--- src/rtl/acg_pkg.sv ---
package acg_pkg;

  typedef enum logic [2:0] {
    ERR_NONE    = 3'd0,
    ERR_BUSY    = 3'd1,
    ERR_NOTSUP  = 3'd2,
    ERR_EXCEPT  = 3'd3,
    ERR_HALTRES = 3'd4
  } acg_err_e;

  localparam logic [31:0] INSN_NOP    = 32'h0000_0013;
  localparam logic [31:0] INSN_EBREAK = 32'h0010_0073;
  localparam logic [6:0]  OPC_LOAD    = 7'b0000011;
  localparam logic [6:0]  OPC_STORE   = 7'b0100011;
  localparam logic [2:0]  F3_WORD     = 3'b010;
  localparam logic [2:0]  F3_DOUBLE   = 3'b011;
  localparam logic [2:0]  SIZE_WORD   = 3'd2;
  localparam logic [2:0]  SIZE_DOUBLE = 3'd3;

  typedef struct packed {
    logic [7:0]  kind;
    logic        rsv_a;
    logic [2:0]  size;
    logic        rsv_b;
    logic        post;
    logic        xfer;
    logic        wr;
    logic [15:0] regno;
  } acg_cmd_t;

  function automatic logic [31:0] enc_load(logic [4:0] rd, logic [2:0] f3,
                                           logic [11:0] imm);
    return {imm, 5'd0, f3, rd, OPC_LOAD};
  endfunction

  function automatic logic [31:0] enc_store(logic [4:0] rs2, logic [2:0] f3,
                                            logic [11:0] imm);
    return {imm[11:5], rs2, 5'd0, f3, imm[4:0], OPC_STORE};
  endfunction

endpackage

--- src/rtl/acg_rst_sync.sv ---
module acg_rst_sync #(
  parameter int STAGES = 2
) (
  input  logic clk,
  input  logic rst_n,
  output logic rst_q_n
);
  logic [STAGES-1:0] chain_q;
  logic [STAGES-1:0] chain_d;

  always_comb begin
    chain_d = {chain_q[STAGES-2:0], 1'b1};
  end

  always_ff @(posedge clk or negedge rst_n) begin
    if (!rst_n) chain_q <= '0;
    else        chain_q <= chain_d;
  end

  assign rst_q_n = chain_q[STAGES-1];
endmodule

--- src/rtl/acg_decode.sv ---
module acg_decode
  import acg_pkg::*;
#(
  parameter logic [15:0] REG_BASE   = 16'h1000,
  parameter int          NUM_GPR    = 32,
  parameter bit          HAS_DOUBLE = 1'b1,
  localparam int         IDX_W      = $clog2(NUM_GPR)
) (
  input  acg_cmd_t        cmd,
  input  logic            busy,
  input  logic            halted,
  output acg_err_e        err,
  output logic [IDX_W-1:0] gpr_idx,
  output logic            wide
);
  localparam logic [16:0] REG_END = 17'(REG_BASE) + 17'(NUM_GPR);

  logic       reg_ok;
  logic       size_ok;
  logic [1:0] rsv_unused;

  assign rsv_unused = {cmd.rsv_a, cmd.rsv_b};

  always_comb begin
    reg_ok  = (cmd.regno >= REG_BASE) && (17'(cmd.regno) < REG_END);
    gpr_idx = IDX_W'(cmd.regno - REG_BASE);
    wide    = (cmd.size == SIZE_DOUBLE);
  end

  generate
    if (HAS_DOUBLE) begin : g_dbl
      assign size_ok = (cmd.size == SIZE_WORD) || (cmd.size == SIZE_DOUBLE);
    end else begin : g_word
      assign size_ok = (cmd.size == SIZE_WORD);
    end
  endgenerate

  always_comb begin
    if (busy)                      err = ERR_BUSY;
    else if (cmd.kind != 8'd0)     err = ERR_NOTSUP;
    else if (!halted)              err = ERR_HALTRES;
    else if (cmd.xfer && !reg_ok)  err = ERR_NOTSUP;
    else if (cmd.xfer && !size_ok) err = ERR_NOTSUP;
    else                           err = ERR_NONE;
  end
endmodule

--- src/rtl/acg_encode.sv ---
module acg_encode
  import acg_pkg::*;
#(
  parameter logic [11:0] DATA_ADDR = 12'h380,
  parameter int          IDX_W     = 5
) (
  input  logic             xfer,
  input  logic             wr,
  input  logic             post,
  input  logic             wide,
  input  logic [IDX_W-1:0] gpr_idx,
  output logic [31:0]      word0,
  output logic [31:0]      word1
);
  logic [4:0] reg_field;
  logic [2:0] f3;

  always_comb begin
    reg_field = 5'(gpr_idx);
    f3        = wide ? F3_DOUBLE : F3_WORD;
    if (!xfer)   word0 = INSN_NOP;
    else if (wr) word0 = enc_load(reg_field, f3, DATA_ADDR);
    else         word0 = enc_store(reg_field, f3, DATA_ADDR);
    word1 = post ? INSN_NOP : INSN_EBREAK;
  end
endmodule

--- src/rtl/acg_top.sv ---
module acg_top
  import acg_pkg::*;
#(
  parameter logic [11:0] DATA_ADDR  = 12'h380,
  parameter logic [15:0] REG_BASE   = 16'h1000,
  parameter int          NUM_GPR    = 32,
  parameter bit          HAS_DOUBLE = 1'b1,
  parameter int          RST_STAGES = 2
) (
  input  logic        clk,
  input  logic        rst_n,
  input  logic        cmd_start,
  input  logic [31:0] cmd_word,
  input  logic [2:0]  err_in,
  input  logic        busy_in,
  input  logic        hart_halted,
  output logic [31:0] insn0,
  output logic [31:0] insn1,
  output logic        set_busy,
  output logic        set_go,
  output logic [2:0]  err_out,
  output logic        err_valid
);
  localparam int IDX_W = $clog2(NUM_GPR);

  logic             rst_q_n;
  acg_cmd_t         cmd;
  acg_err_e         dec_err;
  logic [IDX_W-1:0] gpr_idx;
  logic             wide;
  logic [31:0]      word0;
  logic [31:0]      word1;

  logic        accept;
  logic        ld_insn;
  logic        ld_err;
  logic [31:0] insn0_q, insn1_q;
  logic        go_q, go_d;
  logic        busy_q, busy_d;
  logic        ev_q, ev_d;
  logic [2:0]  err_q;

  acg_rst_sync #(.STAGES(RST_STAGES)) u_rst (
    .clk(clk), .rst_n(rst_n), .rst_q_n(rst_q_n)
  );

  assign cmd = acg_cmd_t'(cmd_word);

  acg_decode #(
    .REG_BASE(REG_BASE), .NUM_GPR(NUM_GPR), .HAS_DOUBLE(HAS_DOUBLE)
  ) u_dec (
    .cmd(cmd), .busy(busy_in), .halted(hart_halted),
    .err(dec_err), .gpr_idx(gpr_idx), .wide(wide)
  );

  acg_encode #(.DATA_ADDR(DATA_ADDR), .IDX_W(IDX_W)) u_enc (
    .xfer(cmd.xfer), .wr(cmd.wr), .post(cmd.post), .wide(wide),
    .gpr_idx(gpr_idx), .word0(word0), .word1(word1)
  );

  // next-state
  always_comb begin
    accept  = cmd_start && (err_in == ERR_NONE);
    ld_insn = accept && (dec_err == ERR_NONE);
    ld_err  = accept && (dec_err != ERR_NONE);
    go_d    = ld_insn;
    busy_d  = ld_insn;
    ev_d    = ld_err;
  end

  // pulse registers
  always_ff @(posedge clk or negedge rst_q_n) begin
    if (!rst_q_n) begin
      go_q   <= 1'b0;
      busy_q <= 1'b0;
      ev_q   <= 1'b0;
    end else begin
      go_q   <= go_d;
      busy_q <= busy_d;
      ev_q   <= ev_d;
    end
  end

  // instruction buffer, enabled on success only
  always_ff @(posedge clk or negedge rst_q_n) begin
    if (!rst_q_n) begin
      insn0_q <= INSN_NOP;
      insn1_q <= INSN_EBREAK;
    end else if (ld_insn) begin
      insn0_q <= word0;
      insn1_q <= word1;
    end
  end

  // error code, enabled on rejection only
  always_ff @(posedge clk or negedge rst_q_n) begin
    if (!rst_q_n)    err_q <= ERR_NONE;
    else if (ld_err) err_q <= dec_err;
  end

  assign insn0     = insn0_q;
  assign insn1     = insn1_q;
  assign set_go    = go_q;
  assign set_busy  = busy_q;
  assign err_valid = ev_q;
  assign err_out   = err_q;
endmodule

--- config.mk ---
export PLATFORM = sky130hd
export DESIGN_NAME = acg_top
export DESIGN_NICKNAME = d
export VERILOG_FILES = /design/src/rtl/acg_pkg.sv /design/src/rtl/acg_rst_sync.sv /design/src/rtl/acg_decode.sv /design/src/rtl/acg_encode.sv /design/src/rtl/acg_top.sv
export SDC_FILE = /design/constraint.sdc
export NUM_CORES = 1
export LEC_CHECK = 0
export CAP_MARGIN = 20
export CORE_MARGIN = 2
export CORE_UTILIZATION = 48
export CTS_CLUSTER_SIZE = 20
export DETAILED_ROUTE_END_ITERATION = 8
export PLACE_DENSITY = 0.88
export SKIP_LAST_GASP = 1
export SYNTH_ARGS = -nofsm -noshare
export SYNTH_HDL_FRONTEND = slang
export SYNTH_HIERARCHICAL = 1
export SYNTH_SLANG_ARGS = --single-unit
export TNS_END_PERCENT = 20
--- constraint.sdc ---
create_clock -name clk -period 2.85 [get_ports clk]
set_clock_uncertainty 0.2 [all_clocks]
set_input_delay 0.57 -clock clk [delete_from_list [all_inputs] [get_ports clk]]
set_output_delay 0.57 -clock clk [all_outputs]
set_load 0.05 [all_outputs]
# After elaboration in Yosys (flattened, before gate mapping)
# Cells that the tools add are included.
# W data, S select, Z words.
# totals
ff_bits	71
output_inout_bits	70
wordCells	33
# op_classes
add_sub_neg	1
order_cmp	2
n_eq_ne	2
n_mux	9
reduce_logical	13
# ops
cell	count
$mux W32	1
$mux W25	1
$mux W21	1
$ge A16 B13 Y1 const B	1
$lt A16 B13 Y1 const B	1
$mux W3	4
$reduce_bool A8 Y1	1
$eq A3 B2 Y1 const B	2
$logic_and A1 B1 Y1	6
$logic_not A3 Y1	2
$sub A5 B1 Y5 const B	1
$reduce_bool A3 Y1	1
$logic_not A1 Y1	2
$mux W2	1
$logic_or A1 B1 Y1	1
$mux W1	1

# Logic depth before layout (Yosys ltp)
# depth
word_depth	11
mapped_depth	8
ltp_nobuf	6

# Hierarchy
# Netlist, hierarchy kept.
# by_module_without_submodules
module	n_inst	cells_per_inst	area_each_um2
acg_top	1	150	2797.7
acg_encode	1	68	504.2
acg_decode	1	19	148.9
acg_rst_sync	1	3	53.8

# Least setup slack after synthesis
# No wires, ideal clock.
# synth_timing
path_kind	input port to flip-flop
from	input port cmd_word[5]
to	register insn0_q[10] (netlist: insn0[10])
setup_ps	125
t_arrival_ps	2047
slack_ps	478
cell_stages	8
cell_sequence	nor4b_2 nand4_1 a41o_1 nor3_1 nand2_1 buf_6 buf_6 mux2_4
# synth_via
elab_chain_cells	10
elab_cells_between_ends	11
cone_classes	order compare: 2; mux: 4; reduce/logical: 5
# synth_lines
element	line_no	text
start, declared	acg_top.sv:13	input logic [31:0] cmd_word,
$ge A16 B13 Y1 / $lt A16 B13 Y1 (equally long branches)	acg_decode.sv:25	reg_ok = (cmd.regno >= REG_BASE) && (17'(cmd.regno) < REG_END);
$logic_and A1 B1 Y1 *	acg_decode.sv:25	
$logic_not A1 Y1 *	acg_decode.sv:42	else if (cmd.xfer && !reg_ok) err = ERR_NOTSUP;
$logic_and A1 B1 Y1 *	acg_decode.sv:42	
$mux W3 *	acg_decode.sv:42	
$mux W3 *	acg_decode.sv:41	else if (!halted) err = ERR_HALTRES;
$mux W3 *	acg_decode.sv:40	else if (cmd.kind != 8'd0) err = ERR_NOTSUP;
$mux W3 *	acg_decode.sv:39	if (busy) err = ERR_BUSY;
via dec_err[1]	acg_top.sv:28	acg_err_e dec_err;
$logic_not A3 Y1 *	acg_top.sv:64	ld_insn = accept && (dec_err == ERR_NONE);
$logic_and A1 B1 Y1 *	acg_top.sv:64	
end signal, assigned	acg_top.sv:90	insn0_q <= word0;
end, declared	acg_top.sv:37	logic [31:0] insn0_q, insn1_q;
# The timed path passes the listed nets; every way through them passes the cells marked *.
# A chain may end at the register's enable or synchronous reset.

# Worst setup path in the final report
# layout_timing
from	input port cmd_word[27]
to	register insn1_q[18] (netlist: insn1[18])
# layout_via
elab_chain_cells	5
# layout_lines
element	line_no	text
$reduce_bool A8 Y1	acg_decode.sv:40	
$mux W3	acg_decode.sv:40	
$mux W3	acg_decode.sv:39	
via dec_err[1]	acg_top.sv:28	
$logic_not A3 Y1	acg_top.sv:64	
$logic_and A1 B1 Y1	acg_top.sv:64	
end signal, assigned	acg_top.sv:91	insn1_q <= word1;
end, declared	acg_top.sv:37	
# The timed path passes the listed nets, and every way through them passes these cells.

==> results.yml <==
status:
  status: "completed"
route:
  firstDrtPassIters: 4
  finalWirelength_mm: 6.38
  drt_iter0_markers: 30
  remaining_drc_errors: 0
  antenna_left: 0
  wl_per_cell_um: 14.3
  vias: 1967
  viasPerCell: 4.41
timing:
  hold_viol: 0
  fmax_mhz: 369
  period_minus_slack_ps: 2710
  slew_violations: 0
  finalSetupViolCount: 0
  fin_crit_sh: 0.950
  tns_ps: 0
  fin_ws_ps: 142
  worst_pin_slew_ps: 695
  rsz0062_at_grt: "no"
  hold_ws_ps: 119
  relSlewSlack: 0.536
floorplanning:
  rows: 31
  core_area_um2: 7180
  ios: 110
  dieArea_um2: 8000
  initial_core_util: 0.488
  die_y_um: 89.4
  die_x_um: 89.4
critical_path:
  regToRegSetupSlack_ps: 1630
  crit_start: "cmd_word[27]"
  critPathRequiredTime_ps: 2870
  critical-path-slowest-cell: "clkdlybuf4s50_1"
  cpPeakStageDelay_ps: 440
  crit_chain: "clkdlybuf4s50_1, nor4_2, a21oi_1, a41o_1, nor3_1, buf_4, nand2_4, buf_12, mux2_4"
  path_class: "input pin to flip-flop"
  setup.worst_path.end_class: "flip-flop"
  rr_endpoint: "insn1[5]$_DFFE_PN1P_"
  critPathLaunchType: "input pin"
  rr_startpoint: "u_rst/chain_q[1]$_DFF_PN0_"
  arrival_ps: 2730
  r2r_cells: 1
  critPathMaxFanout: 34
finish:
  drive_gt1_frac: 0.305
  syn2layout_area_growth_pct: 32.1
  num-fill-cells: 548
  mostFrequentLayoutCells: "clkdlybuf4s50_1 (107), dfrtp_1 (61), mux2_4 (49)"
  nNetsFinal: 382
  fin_area_um2: 4630
  final_common_cell: "clkdlybuf4s50_1"
  final_util: 0.645
  antenna_cells: 0
yosys:
  synth_cells: 240
  ys_seq_area_frac: 0.510
  yosys_warnings: 6
  synth_top_area_frac: 0.443
  synth_area_per_cell_um2: 14.6
  yosys.area_share.adder: 0
  synthMuxAreaShare: 0.261
  synth.distinct_cells: 26
  synthTopCellsByArea: "dfrtp_1 (44%), mux2_4 (21%), buf_4 (12%), dfstp_2 (6.7%), mux2_2 (5.1%)"
  synth_top_area_cell: "dfrtp_1"
  ys_ff_latch: 71
  synth_top_family_by_area: "multiplexers"
  synthesis.area_um2: 3500
  synthSimpleGateAreaFrac: 0.0614
  synth-compound-area-share: 0.00928
  synth-xor-area-share: 0
clocking:
  root_buffer: "clkbuf_8"
  postCtsSetupBuffers: 0
  clockBufferDepth: 2
  hold_buffers: 0
  cts_buffers: 9
  clkTransAtPathRegs_ps: 70
  postCtsResizedCells: 0
  h-tree-depth: 3
  clkSinkCount: 71
  cts_tree: "done"
  insertion_delay_ps: 340
power:
  ir_drop_uv: 549
  power-per-cell-area_nw_per_um2: 713
  power.leakage_nw: 2.31
placement:
  port_buffers: 107
  gp_congestion: 0.812
  hpwl_mm: 4.75
  dpl_cell_area_um2: 4440
  dp_slack_ps: -198
global_routing:
  antenna_found_initial: 0
  grt-ovfl-total: 0
  grt_max_degree: 40
  globalRouteTotalUtil: 0.169
  grt_pass1_vias: 2077
  grt_pass1_wl_mm: 9.96
min_path:
  hold_path_class: "flip-flop to async pin"
flow_run:
  cap_violations: 0
-- per-layer routing --
metal | global-route usage | wire length, um | vias to the layer above
met5 | 0 | 0 | -
li1 | - | - | 910
met2 | 0.292 | 3400 | 59
met4 | 0.0868 | 157 | 0
met1 | 0.189 | 2570 | 985
met3 | 0.0462 | 252 | 13
-- cell type report --
| class | count | area [um2] | area share |
|---|---|---|---|
| Clock inverter | 4 | 45.0 | 0.00973 |
| Sequential cell | 71 | 1790 | 0.386 |
| Multi-Input combinational cell | 140 | 1340 | 0.289 |
| Inverter | 5 | 18.8 | 0.00405 |
| Tap cell | 99 | 124 | 0.0267 |
| Timing Repair Buffer | 115 | 1170 | 0.252 |
| Clock buffer | 12 | 145 | 0.0313 |
-- worst max path at each step --
stage | end | slack [ps]
2_1_floorplan | insn0[10]$_DFFE_PN0P_ | 480
3_3_place_gp | insn1[19]$_DFFE_PN0P_ | -60
3_5_place_dp | insn0[19]$_DFFE_PN0P_ | -200
4_1_cts | insn1[24]$_DFFE_PN0P_ | 170
5_1_grt | insn1[1]$_DFFE_PN1P_ | 80
6_report | insn1[18]$_DFFE_PN0P_ | 140
-- flip-flops by register name, indices dropped and copies added, names as in the netlist --
signal	count
insn0	32
set_busy	1
err_out	3
u_rst/chain_q	2
err_valid	1
insn1	32
-- critical path: cells and delay by family --
family | cells | cell delay, ps
AO/OA/AOI/OAI | 2 | 350
buffers and inverters | 3 | 810
multiplexers | 1 | 310
AND/OR/NAND/NOR | 3 | 670
-- kinds of logic (layout without fill, tap and decap cells) --
family	Yosys count	after routing
AO/OA/AOI/OAI	4	4
buffers and inverters	71	136
AND/OR/NAND/NOR	26	26
flip-flops	71	71
multiplexers	65	65
other	3	45
-- stage by stage --
step	total power, mW	instances
3_3_place_gp	2.51	430
5_1_grt	3.45	446
6_report	3.30	446
3_5_place_dp	2.54	430
4_1_cts	3.34	446
2_1_floorplan	2.16	282
-- synthesized netlist by cell type --
| cell | number |
|---|---|
| nor4b_2 | 1 |
| mux2_2 | 16 |
| nand2_1 | 2 |
| and3_1 | 4 |
| mux2_4 | 49 |
| buf_6 | 8 |
| nor4_2 | 3 |
| nor4b_4 | 1 |
| and2_2 | 1 |
| a21oi_1 | 1 |
| and3b_1 | 4 |
| nor3_1 | 3 |
| a41o_1 | 1 |
| nand4_1 | 1 |
| and3b_2 | 1 |
| inv_1 | 5 |
| dfrtp_1 | 62 |
| buf_2 | 1 |
| nor2b_1 | 2 |
| a22o_1 | 2 |
| and2_1 | 1 |
| dfstp_2 | 9 |
| nand2b_1 | 1 |
| conb_1 | 3 |
| and3_2 | 1 |
| buf_4 | 57 |
-- power by group --
part | internal [mW] | total (mW) | switching [mW]
Clock | 0.425 | 0.783 | 0.358
Sequential | 1.19 | 1.29 | 0.0996
Combinational | 0.501 | 1.23 | 0.733
Note: power is estimated with default switching activity, not from simulation.
